<file path="src/rtl/line_sel8_pkg.sv">
package line_sel8_pkg;

  localparam int SEL_W = 3;
  localparam int OUT_N = 1 << SEL_W;

  // Strobes handed from the enable logic to the output stage
  typedef struct packed {
    logic decodeOn;
  } selStrobe_t;

endpackage

</file>
<file path="src/rtl/line_sel8_ctrl.sv">
module line_sel8_ctrl
  import line_sel8_pkg::*;
(
  input  logic       enPos,
  input  logic       enNegA,
  input  logic       enNegB,
  output selStrobe_t strb
);

  logic posOk;
  logic negOk;

  always_comb begin
    posOk = enPos;
    negOk = !(enNegA || enNegB);
    strb.decodeOn = posOk && negOk;
  end

endmodule

</file>
<file path="src/rtl/line_sel8_dp.sv">
module line_sel8_dp
  import line_sel8_pkg::*;
#(
  parameter int SW = SEL_W,
  localparam int ON = 1 << SW
) (
  input  logic [SW-1:0] sel,
  input  selStrobe_t    strb,
  output logic [ON-1:0] lineN
);

  for (genvar i = 0; i < ON; i++) begin : g_line
    assign lineN[i] = !(strb.decodeOn && (sel == SW'(i)));
  end

  always_comb begin
    if (strb.decodeOn) begin
      AST_ONE_LOW: assert ($countones(~lineN) == 1);
    end else begin
      AST_IDLE_HIGH: assert (&lineN);
    end
  end

endmodule

</file>
<file path="src/rtl/line_sel8.sv">
module line_sel8
  import line_sel8_pkg::*;
(
  input  logic [SEL_W-1:0] sel,
  input  logic             enPos,
  input  logic             enNegA,
  input  logic             enNegB,
  output logic [OUT_N-1:0] lineN
);

  selStrobe_t strb;

  line_sel8_ctrl u_ctrl (
    .enPos  (enPos),
    .enNegA (enNegA),
    .enNegB (enNegB),
    .strb   (strb)
  );

  line_sel8_dp #(.SW(SEL_W)) u_dp (
    .sel   (sel),
    .strb  (strb),
    .lineN (lineN)
  );

  always_comb begin
    if (!enPos) begin
      AST_POS_OFF: assert (lineN == '1);
    end
    if (enNegA) begin
      AST_NEGA_OFF: assert (lineN == '1);
    end
    if (enNegB) begin
      AST_NEGB_OFF: assert (lineN == '1);
    end
    if (enPos && !enNegA && !enNegB) begin
      AST_SEL_LOW: assert (lineN[sel] == 1'b0);
    end
  end

endmodule

</file>
<file path="config.mk">
export PLATFORM = sky130hd
export DESIGN_NAME = line_sel8
export DESIGN_NICKNAME = d
export VERILOG_FILES = /design/src/rtl/line_sel8_pkg.sv /design/src/rtl/line_sel8_ctrl.sv /design/src/rtl/line_sel8_dp.sv /design/src/rtl/line_sel8.sv
export SDC_FILE = /design/constraint.sdc
export NUM_CORES = 1
export LEC_CHECK = 0
export BUFFER_PORTS_ARGS = -buffer_cell sky130_fd_sc_hd__buf_2
export CAP_MARGIN = 15
export CORE_AREA = 5 5 42 44
export DETAILED_ROUTE_END_ITERATION = 8
export DIE_AREA = 0 0 47 49
export PLACE_DENSITY_LB_ADDON = 0.1
export SYNTH_ARGS = -nofsm -noshare
export SYNTH_HDL_FRONTEND = slang
export SYNTH_SLANG_ARGS = --single-unit
</file>
<file path="constraint.sdc">
create_clock -name vclk -period 1.4
set_input_delay 0.07 -clock vclk [all_inputs]
set_output_delay 0.07 -clock vclk [all_outputs]
set_load 0.01 [all_outputs]
</file>
==> results of run 1 <==
logic make-up (layout without fill, tap and decap cells):
group | Yosys count | in the layout
buffers and inverters | 0 | 14
and+or+nand+nor | 13 | 13
cell type report:
type,instances,share of cell area
multi-input combinational,13,0.500
timing repair buffer,14,0.389
tap,16,0.111
worst min path at each step:
| stage | end | slack (ns) | startpoint | cells after the start |
|---|---|---|---|---|
| floorplan | lineN[5] | 0.20 | sel[2] | 1 |
| global placement | lineN[5] | 0.44 | sel[2] | 3 |
| detailed placement | lineN[5] | 0.44 | sel[2] | 3 |
| CTS | lineN[5] | 0.44 | sel[2] | 3 |
| global route | lineN[5] | 0.46 | sel[2] | 3 |
| finish | lineN[5] | 0.44 | sel[2] | 3 |
per-layer routing:
layer / part of all wire / wire (µm) / global-route usage
met5: 0 / 0 / 0
met4: 0 / 0 / 0
met3: 0.24 / 88 / 0.00369
met2: 0.27 / 99 / 0.0430
met1: 0.48 / 175 / 0.0522
worst max-delay path: stages:
cell	delay [ns]
buf_2	0.12
nor4b_4	0.36
nand3_2	0.10
buf_2	0.14
synth_stat cells (all sizes together):
| cell type | n | area [µm²] |
|---|---|---|
| nor2b | 2 | 12.5 |
| nor4b | 1 | 23.8 |
| nor2 | 1 | 3.75 |
| and4bb | 1 | 12.5 |
| nand2 | 6 | 22.5 |
| nand3 | 2 | 15.0 |
per-stage QoR:
| step | cell area [µm²] | setup slack, ns | util | hold WS [ns] | power (mW) |
|---|---|---|---|---|---|
| 4_1_cts | 180 | 0.516 | 0.129 | 0.441 | 0.0293 |
| 2_1_floorplan | 90.1 | 0.791 | - | 0.197 | 0.0110 |
| 3_3_place_gp | 180 | 0.543 | 0.129 | 0.437 | 0.0282 |
| 5_1_grt | 180 | 0.463 | 0.129 | 0.459 | 0.0326 |
| 3_5_place_dp | 180 | 0.513 | 0.129 | 0.440 | 0.0293 |
| 6_report | 180 | 0.530 | 0.129 | 0.439 | 0.0289 |
power groups by stage:
stage / sequential [mW] / clock, mW / combinational (mW)
after floorplan: 0 / 0 / 0.0110
after global placement: 0 / 0 / 0.0282
after global routing: 0 / 0 / 0.0326
after detailed placement: 0 / 0 / 0.0293
final: 0 / 0 / 0.0289
after CTS: 0 / 0 / 0.0293
==> metrics.md, run 1 <==
| Metric | Value |
|---|---|
| Outcome | `finished, final reports clean` |
| Final Max Tran Viols | `0` |
| Internal | `0.0136 mW` |
| First-pass GRT wire length | `572 µm` |
| CP startpoint | `sel[1]` |
| Core area | `1400 µm²` |
| Data required time of the worst path | `1.33 ns` |
| Mapped Avg Cell Area | `6.93 µm²` |
| Die ar. | `2300 µm²` |
| Fin crit period | `0.870 ns` |
| Mux cell area share after synthesis | `0` |
| Net switching power figure | `0.0153 mW` |
| Crit Path Class | `in -> out` |
| Antenna violations before repair | `0` |
| Register area share after synthesis | `0` |
| Cell variety after synth | `7` |
| Leak | `0.0647 nW` |
| Number of I/O pins | `14` |
| Die H | `49 µm` |
| FF/Latch Area | `0 µm²` |
| Antenna Nets Post-Route | `0` |
| Cts hold-fix bufs | `0` |
| Final setup fails | `0` |
| Worst-margin pin slew | `0.314 ns` |
| Hold Vio Cnt, Final | `0` |
| Crit Path Max Fanout | `4` |
| MaxCap Viol Count | `0` |
| Crit path DAT | `0.80 ns` |
| Yosys synthesis warning count | `0` |
| Initial Utilization | `0.0643` |
| Combinational share of power | `1.000` |
| Synth Area in Simple Gates | `1.00` |
| Share of post-route cells with drive strength above 1 | `0.593` |
| Nets | `35` |
| Seq pwr share | `0` |
| Cells after Synth | `13` |
| RSZ-0062 raised after global routing | `no` |
| Nature of the critical path startpoint | `input pin` |
| CP endpoint | `lineN[5]` |
| Final wirelength | `363 µm` |
| Clock power frac | `0` |
| Die W | `47 µm` |
| Footprint of the multi-input gates | `90.1 µm²` |
| GP Congestion | `0.775` |
| Post-Syn Area | `90.1 µm²` |
| Synth Area in Adders | `0` |
| Highest achievable clock rate | `1.15 GHz` |
| Layout area overhead | `100%` |
| Post-CTS setup-driven buffer insertion count | `0` |
| Vias per cell | `3.47` |
| Relative slew slack | `0.790` |
| Drt first pass iters | `2` |
| Dpl cells | `43` |
| Fin Setup TNS | `0 ns` |
| I/O Buffers | `14` |
| Clkbuf count | `0` |
| Post-CTS sizing | `0` |
| DR vias | `149` |
| Cell area power density | `160 nW/µm²` |
| Largest net degree at the start of global routing | `6` |
| Commonest non-fill, non-tap cells in the layout | `14 x buf_2, 6 x nand2_1, 2 x nor2b_1` |
| Drt drc | `0` |
| Setup crit end kind | `output port` |
| Most common cell after layout, fill and taps aside | `buf_2` |
| Hold WC Path Type | `in -> out` |
| Grt ovf | `0` |
| Vias in the first global route | `131` |
| WL/cell | `8.44 µm` |
| Largest family of logic cells by synthesized area | `simple AND/OR/NAND/NOR gates` |
| Post-synthesis compound-gate area fraction | `0` |
| Ratio of final minimum period to clock period | `0.622` |
| FF+latch count | `0` |
| Ant. Diodes | `0` |
| Total global routing track utilization | `0.0309` |
| Peak supply drop | `0.0435 mV` |
| Sw Ratio | `0.529` |
| Final Non-Filler Cells | `43` |
| XOR/XNOR Fraction of Synth Area | `0` |
| Site Rows | `14` |
| Fill cells | `174` |
| Syn nets | `19` |
| DRT iter0 DRCs | `4` |
Note: power is estimated with default switching activity, not from simulation.
==> inputs of run 2 (changes only) <==
- clock period: 1.4 -> 0.8 ns (I/O delays scaled with it)
==> run 2 against run 1 <==
Effect of this change:
- sequential share of layout area is the same
- core utilization rose by 1.8 points
- total power is 99% higher
- routed wire length is 3.0% higher
- first-iteration DRC count is 50% lower
- design area is 14% higher
- critical path depth stayed put
- highest routed layer unchanged
- via count down 2.7%
- die area unchanged
- global-route usage increased by 0.14 points
- count of clock-buffer cells in the layout unchanged
- flip-flop and latch count is the same
==> metrics.md, run 2 (synthesis gave the netlist of run 1 again) <==
| Metric | Value |
|---|---|
| Peak supply drop | `0.0673 mV (+55%)` |
| Cts hold-fix bufs | `0 (unchanged)` |
| Die ar. | `2300 µm² (unchanged)` |
| Highest achievable clock rate | `1.26 GHz` |
| Final worst setup slack | `0.00866 ns (-0.521 ns)` |
| DR vias | `145 (-2.7%)` |
| Crit Path Class | `in -> out` |
| Drt first pass iters | `2 (unchanged)` |
| Layout area overhead | `128%` |
| Share of post-route cells with drive strength above 1 | `0.593 (unchanged)` |
| RSZ-0062 raised after global routing | `yes` |
| Placement Setup Slack | `-0.0304 ns (-0.543 ns)` |
| Ratio of final minimum period to clock period | `0.989` |
| GP Congestion | `0.759 (-2.1%)` |
| Vias in the first global route | `131 (unchanged)` |
| Footprint of the multi-input gates | `90.1 µm² (unchanged)` |
| Hold WC Path Type | `in -> out` |
| Relative slew slack | `0.783 (-0.00634)` |
| Data required time of the worst path | `0.76 ns (-0.57 ns)` |
| Setup crit end kind | `output port` |
| Worst-margin pin slew | `0.324 ns (+0.00947 ns)` |
| Die H | `49 µm (unchanged)` |
| First-pass GRT wire length | `579 µm (+1.2%)` |
| Tot Pwr | `0.0574 mW (+99%)` |
| Final setup fails | `0 (unchanged)` |
| Core area | `1400 µm² (unchanged)` |
| Cell area power density | `280 nW/µm² (+75%)` |
| Initial Utilization | `0.0643 (unchanged)` |
| MaxCap Viol Count | `0 (unchanged)` |
| Dpl cells | `43 (unchanged)` |
| Nature of the critical path startpoint | `input pin` |
| Commonest non-fill, non-tap cells in the layout | `10 x buf_2, 6 x nand2_1, 4 x buf_6` |
| Leak | `0.0762 nW (+18%)` |
| Drt drc | `0 (unchanged)` |
| Antenna violations before repair | `0 (unchanged)` |
| FF+latch count | `0 (unchanged)` |
| Crit Path Max Fanout | `4 (unchanged)` |
| Largest net degree at the start of global routing | `6 (unchanged)` |
| FF/Latch Area | `0 µm² (unchanged)` |
| DRT iter0 DRCs | `2 (-2)` |
| Crit path DAT | `0.75 ns (-0.05 ns)` |
| Post-CTS setup-driven buffer insertion count | `0 (unchanged)` |
| Fin crit period | `0.791 ns` |
| Number of I/O pins | `14 (unchanged)` |
| Antenna Nets Post-Route | `0 (unchanged)` |
| Clkbuf count | `0 (unchanged)` |
| Ant. Diodes | `0 (unchanged)` |
| Outcome | `finished, final reports clean` |
| Die W | `47 µm (unchanged)` |
| Fill cells | `167 (-4.0%)` |
| Vias per cell | `3.37 (-2.7%)` |
| Hold Vio Cnt, Final | `0 (unchanged)` |
| Final Non-Filler Cells | `43 (unchanged)` |
| Final wirelength | `374 µm (+3.0%)` |
| Grt ovf | `0 (unchanged)` |
| Total global routing track utilization | `0.0323 (+0.00140)` |
| Most common cell after layout, fill and taps aside | `buf_2` |
| I/O Buffers | `14 (unchanged)` |
| Nets | `35 (unchanged)` |
| WL/cell | `8.70 µm (+3.0%)` |
| Site Rows | `14 (unchanged)` |
| Final Max Tran Viols | `0 (unchanged)` |
[run 2: cell counts in the layout (fill, tap and decap cells not counted)]
Identical to the previous run, type by type.
[run 2: critical path, cell delays in order]
cell and delay (ns):
buf_6 0.10, nor4b_4 0.37, nand3_2 0.11, buf_6 0.14
[run 2: final timing paths]
kind  slack, ns        to  cells past startpoint    from
max       0.009  lineN[5]                      4  enNegA
min        0.35  lineN[5]                      4  enNegA
[run 2: per-stage QoR]
step / TNS [ns] / hold slack (ns) / utilization / area (µm²)
after floorplan: 0 / 0.137 / - / 90.1
final: 0 / 0.354 / 0.146 / 205
after detailed placement: -0.0976 / 0.376 / 0.129 / 180
after global routing: -0.192 / 0.381 / 0.146 / 205
after global placement: -0.0161 / 0.375 / 0.129 / 180
after CTS: -0.00456 / 0.356 / 0.142 / 199
[run 2: routing by layer]
metal / part of all wire / global-route usage / wire length, µm
met2: 0.32 / 0.0498 / 121
met1: 0.44 / 0.0478 / 165
met3: 0.24 / 0.00738 / 88
met4: 0 / 0 / 0
met5: 0 / 0 / 0
[run 2: repair_timing]
item                       4_1_cts  5_1_grt
gates resized for setup          3        1
pin swaps                        2        2
setup endpoints to repair        4        5
[run 2: report_power, final]
group,internal [mW],switching [mW],leakage [nW]
combinational,0.0308,0.0266,0.0762
sequential,0,0,0
clock,0,0,0
total,0.0308,0.0266,0.0762
[run 2: final cells by class]
type                            count  share of cell area
Multi-Input combinational cell     13               0.439
Timing Repair Buffer               14               0.463
Tap cell                           16              0.0976
==> inputs of run 3 (changes only) <==
- ABC_AREA: not set -> 1
- CORE_AREA: 5 5 42 44 -> 2 2 39 41
- DIE_AREA: 0 0 47 49 -> 0 0 41 43
- RECOVER_POWER: not set -> 50
==> run 3 against run 2 <==
Effect of this change:
- critical path depth rose by 2
- fmax is 19% higher
- die area shrank 23%
- largest cell class is now multi-input combinational cells
- cell count up 30%
- combinational power shrank 0.7%
- critical path type unchanged
- synthesized cell count grew 100%
- core utilization is 0.90 points lower
- non-clock buffer count unchanged
- hold slack better by 0.048 ns
==> metrics.md, run 3 <==
| Metric | Value |
|---|---|
| Outcome | `finished, final reports clean` |
| Die W | `41 µm (-13%)` |
| Commonest non-fill, non-tap cells in the layout | `13 x nand2_1, 10 x buf_2, 8 x nor2_1` |
| Clkbuf count | `0 (unchanged)` |
| Fin Setup TNS | `0 ns (unchanged)` |
| Relative slew slack | `0.883 (+0.0999)` |
| Data required time of the worst path | `0.76 ns (about the same)` |
| Crit path DAT | `0.63 ns (-0.12 ns)` |
| Layout area overhead | `81.0%` |
| Share of the synthesized area in the top cell type | `0.464 (+0.200)` |
| Number of I/O pins | `14 (unchanged)` |
| Highest achievable clock rate | `1.50 GHz (+19%)` |
| Cts hold-fix bufs | `0 (unchanged)` |
| Ant. Diodes | `0 (unchanged)` |
| Worst-margin pin slew | `0.175 ns (-0.149 ns)` |
| Worst Hold Path EP | `lineN[3]` |
| Register area share after synthesis | `0 (unchanged)` |
| Final setup fails | `0 (unchanged)` |
| Syn nets | `32 (+13)` |
| Combinational share of power | `1.000 (about the same)` |
| Most common cell in the netlist | `nand2_1` |
| Setup crit end kind | `output port` |
| Synth area leader | `nand2_1` |
| Clock power frac | `0 (unchanged)` |
| Leak | `0.0895 nW (+17%)` |
| DRT iter0 DRCs | `3 (+1)` |
| Share of post-route cells with drive strength above 1 | `0.300 (-0.293)` |
| Die ar. | `1760 µm² (-23%)` |
| Antenna violations before repair | `0 (unchanged)` |
| Die H | `43 µm (-12%)` |
| Vias in the first global route | `168 (+28%)` |
| MaxCap Viol Count | `0 (unchanged)` |
| Tot Pwr | `0.0570 mW (-0.80%)` |
| Synth top area cells | `nand2_1 46%, nor2_1 29%, inv_1 11%` |
| Internal | `0.0225 mW (-27%)` |
| Sw Ratio | `0.605 (+0.143)` |
| Final Max Tran Viols | `0 (unchanged)` |
| Site Rows | `14 (unchanged)` |
| Hold Crit Depth | `4 (unchanged)` |
| RSZ-0062 raised after global routing | `no` |
| Crit Path Max Fanout | `8 (+4)` |
| Fill cells | `176 (+5.4%)` |
| Peak supply drop | `0.0638 mV (-5.1%)` |
| Hold WC Path Type | `in -> out` |
| Mapped Avg Cell Area | `4.04 µm² (-42%)` |
| Nets | `48 (+37%)` |
| Cell area power density | `300 nW/µm² (+7.0%)` |
| Hold Vio Cnt, Final | `0 (unchanged)` |
| Synth top cells by count | `13 x nand2_1, 8 x nor2_1, 3 x inv_1` |
| DR vias | `181 (+25%)` |
| HPWL Detailed | `335 µm` |
| Hold WS | `0.402 ns (+0.0485 ns)` |
| Final wirelength | `360 µm (-3.7%)` |
| Total global routing track utilization | `0.0440 (+0.0117)` |
| First-pass GRT wire length | `593 µm (+2.4%)` |
| Ratio of final minimum period to clock period | `0.832 (-0.157)` |
| Grt ovf | `0 (unchanged)` |
| HP Start | `enNegA` |
| I/O Buffers | `14 (unchanged)` |
| FF/Latch Area | `0 µm² (unchanged)` |
| FF+latch count | `0 (unchanged)` |
| Cell variety after synth | `5 (-2)` |
| Core area | `1380 µm² (-1.2%)` |
| Seq pwr share | `0 (unchanged)` |
| Initial Utilization | `0.0759 (+0.0117)` |
| Drt drc | `0 (unchanged)` |
| Yosys synthesis warning count | `0 (unchanged)` |
| Post-CTS setup-driven buffer insertion count | `0 (unchanged)` |
| Cells after Synth | `26 (+13)` |
| Most common cell after layout, fill and taps aside | `nand2_1` |
| Post-CTS sizing | `0 (-3)` |
| Largest net degree at the start of global routing | `9 (+3)` |
| GP Congestion | `0.595 (-22%)` |
| Crit Path Class | `in -> out` |
| Antenna Nets Post-Route | `0 (unchanged)` |
| Nature of the critical path startpoint | `input pin` |
| Post-Syn Area | `105 µm² (+17%)` |
| Fin crit period | `0.665 ns (-0.126 ns)` |
| Vias per cell | `3.23 (-4.2%)` |
| WL/cell | `6.43 µm (-26%)` |
| Drt first pass iters | `3 (+1)` |
| Net switching power figure | `0.0345 mW (+30%)` |
[run 3: cell type report]
type	count	area [µm²]	area share
Multi-Input combinational cell	22	90.1	0.474
Timing Repair Buffer	14	65.1	0.342
Tap cell	16	20.0	0.105
Inverter	4	15.0	0.0789
[run 3: metrics by stage]
| step | area [µm²] | worst slack [ns] | std cells | utilization |
|---|---|---|---|---|
| final | 190 | 0.135 | 56 | 0.137 |
| after global routing | 190 | 0.0486 | 56 | 0.137 |
| after CTS | 195 | 0.117 | 56 | 0.141 |
| after detailed placement | 195 | 0.117 | 56 | 0.141 |
| after global placement | 195 | 0.125 | 56 | 0.141 |
| after floorplan | 105 | 0.368 | 26 | - |
[run 3: per-layer routing]
layer  vias to the layer above  routed length [µm]  global-route usage
li1                        102                   -                   -
met2                         5                 173              0.0719
met3                         0                  29                   0
met4                         0                   0                   0
met1                        74                 156              0.0665
met5                         -                   0                   0
[run 3: worst max path at each step]
stage | depth (start not counted) | end | startpoint | slack [ns]
3_3_place_gp | 6 | lineN[7] | enNegB | 0.13
6_report | 6 | lineN[7] | enNegB | 0.13
5_1_grt | 6 | lineN[4] | enNegB | 0.05
3_5_place_dp | 6 | lineN[7] | enNegB | 0.12
4_1_cts | 6 | lineN[7] | enNegB | 0.12
2_1_floorplan | 4 | lineN[0] | enNegB | 0.37
[run 3: cell families after synthesis]
| family | share of synthesized area |
|---|---|
| buffers and inverters | 0.143 |
| AND/OR/NAND/NOR | 0.857 |
[run 3: critical path: stages]
cell and delay [ns]:
buf_2 0.09, inv_1 0.04, nand2_1 0.07, nor2_4 0.17, nand2_1 0.07, buf_2 0.14
[run 3: power by group through the flow]
| stage | Sequential (mW) | Combinational (mW) | Clock (mW) |
|---|---|---|---|
| 6_report | 0 | 0.0570 | 0 |
| 5_1_grt | 0 | 0.0664 | 0 |
| 4_1_cts | 0 | 0.0586 | 0 |
| 3_5_place_dp | 0 | 0.0585 | 0 |
| 3_3_place_gp | 0 | 0.0600 | 0 |
| 2_1_floorplan | 0 | 0.0300 | 0 |
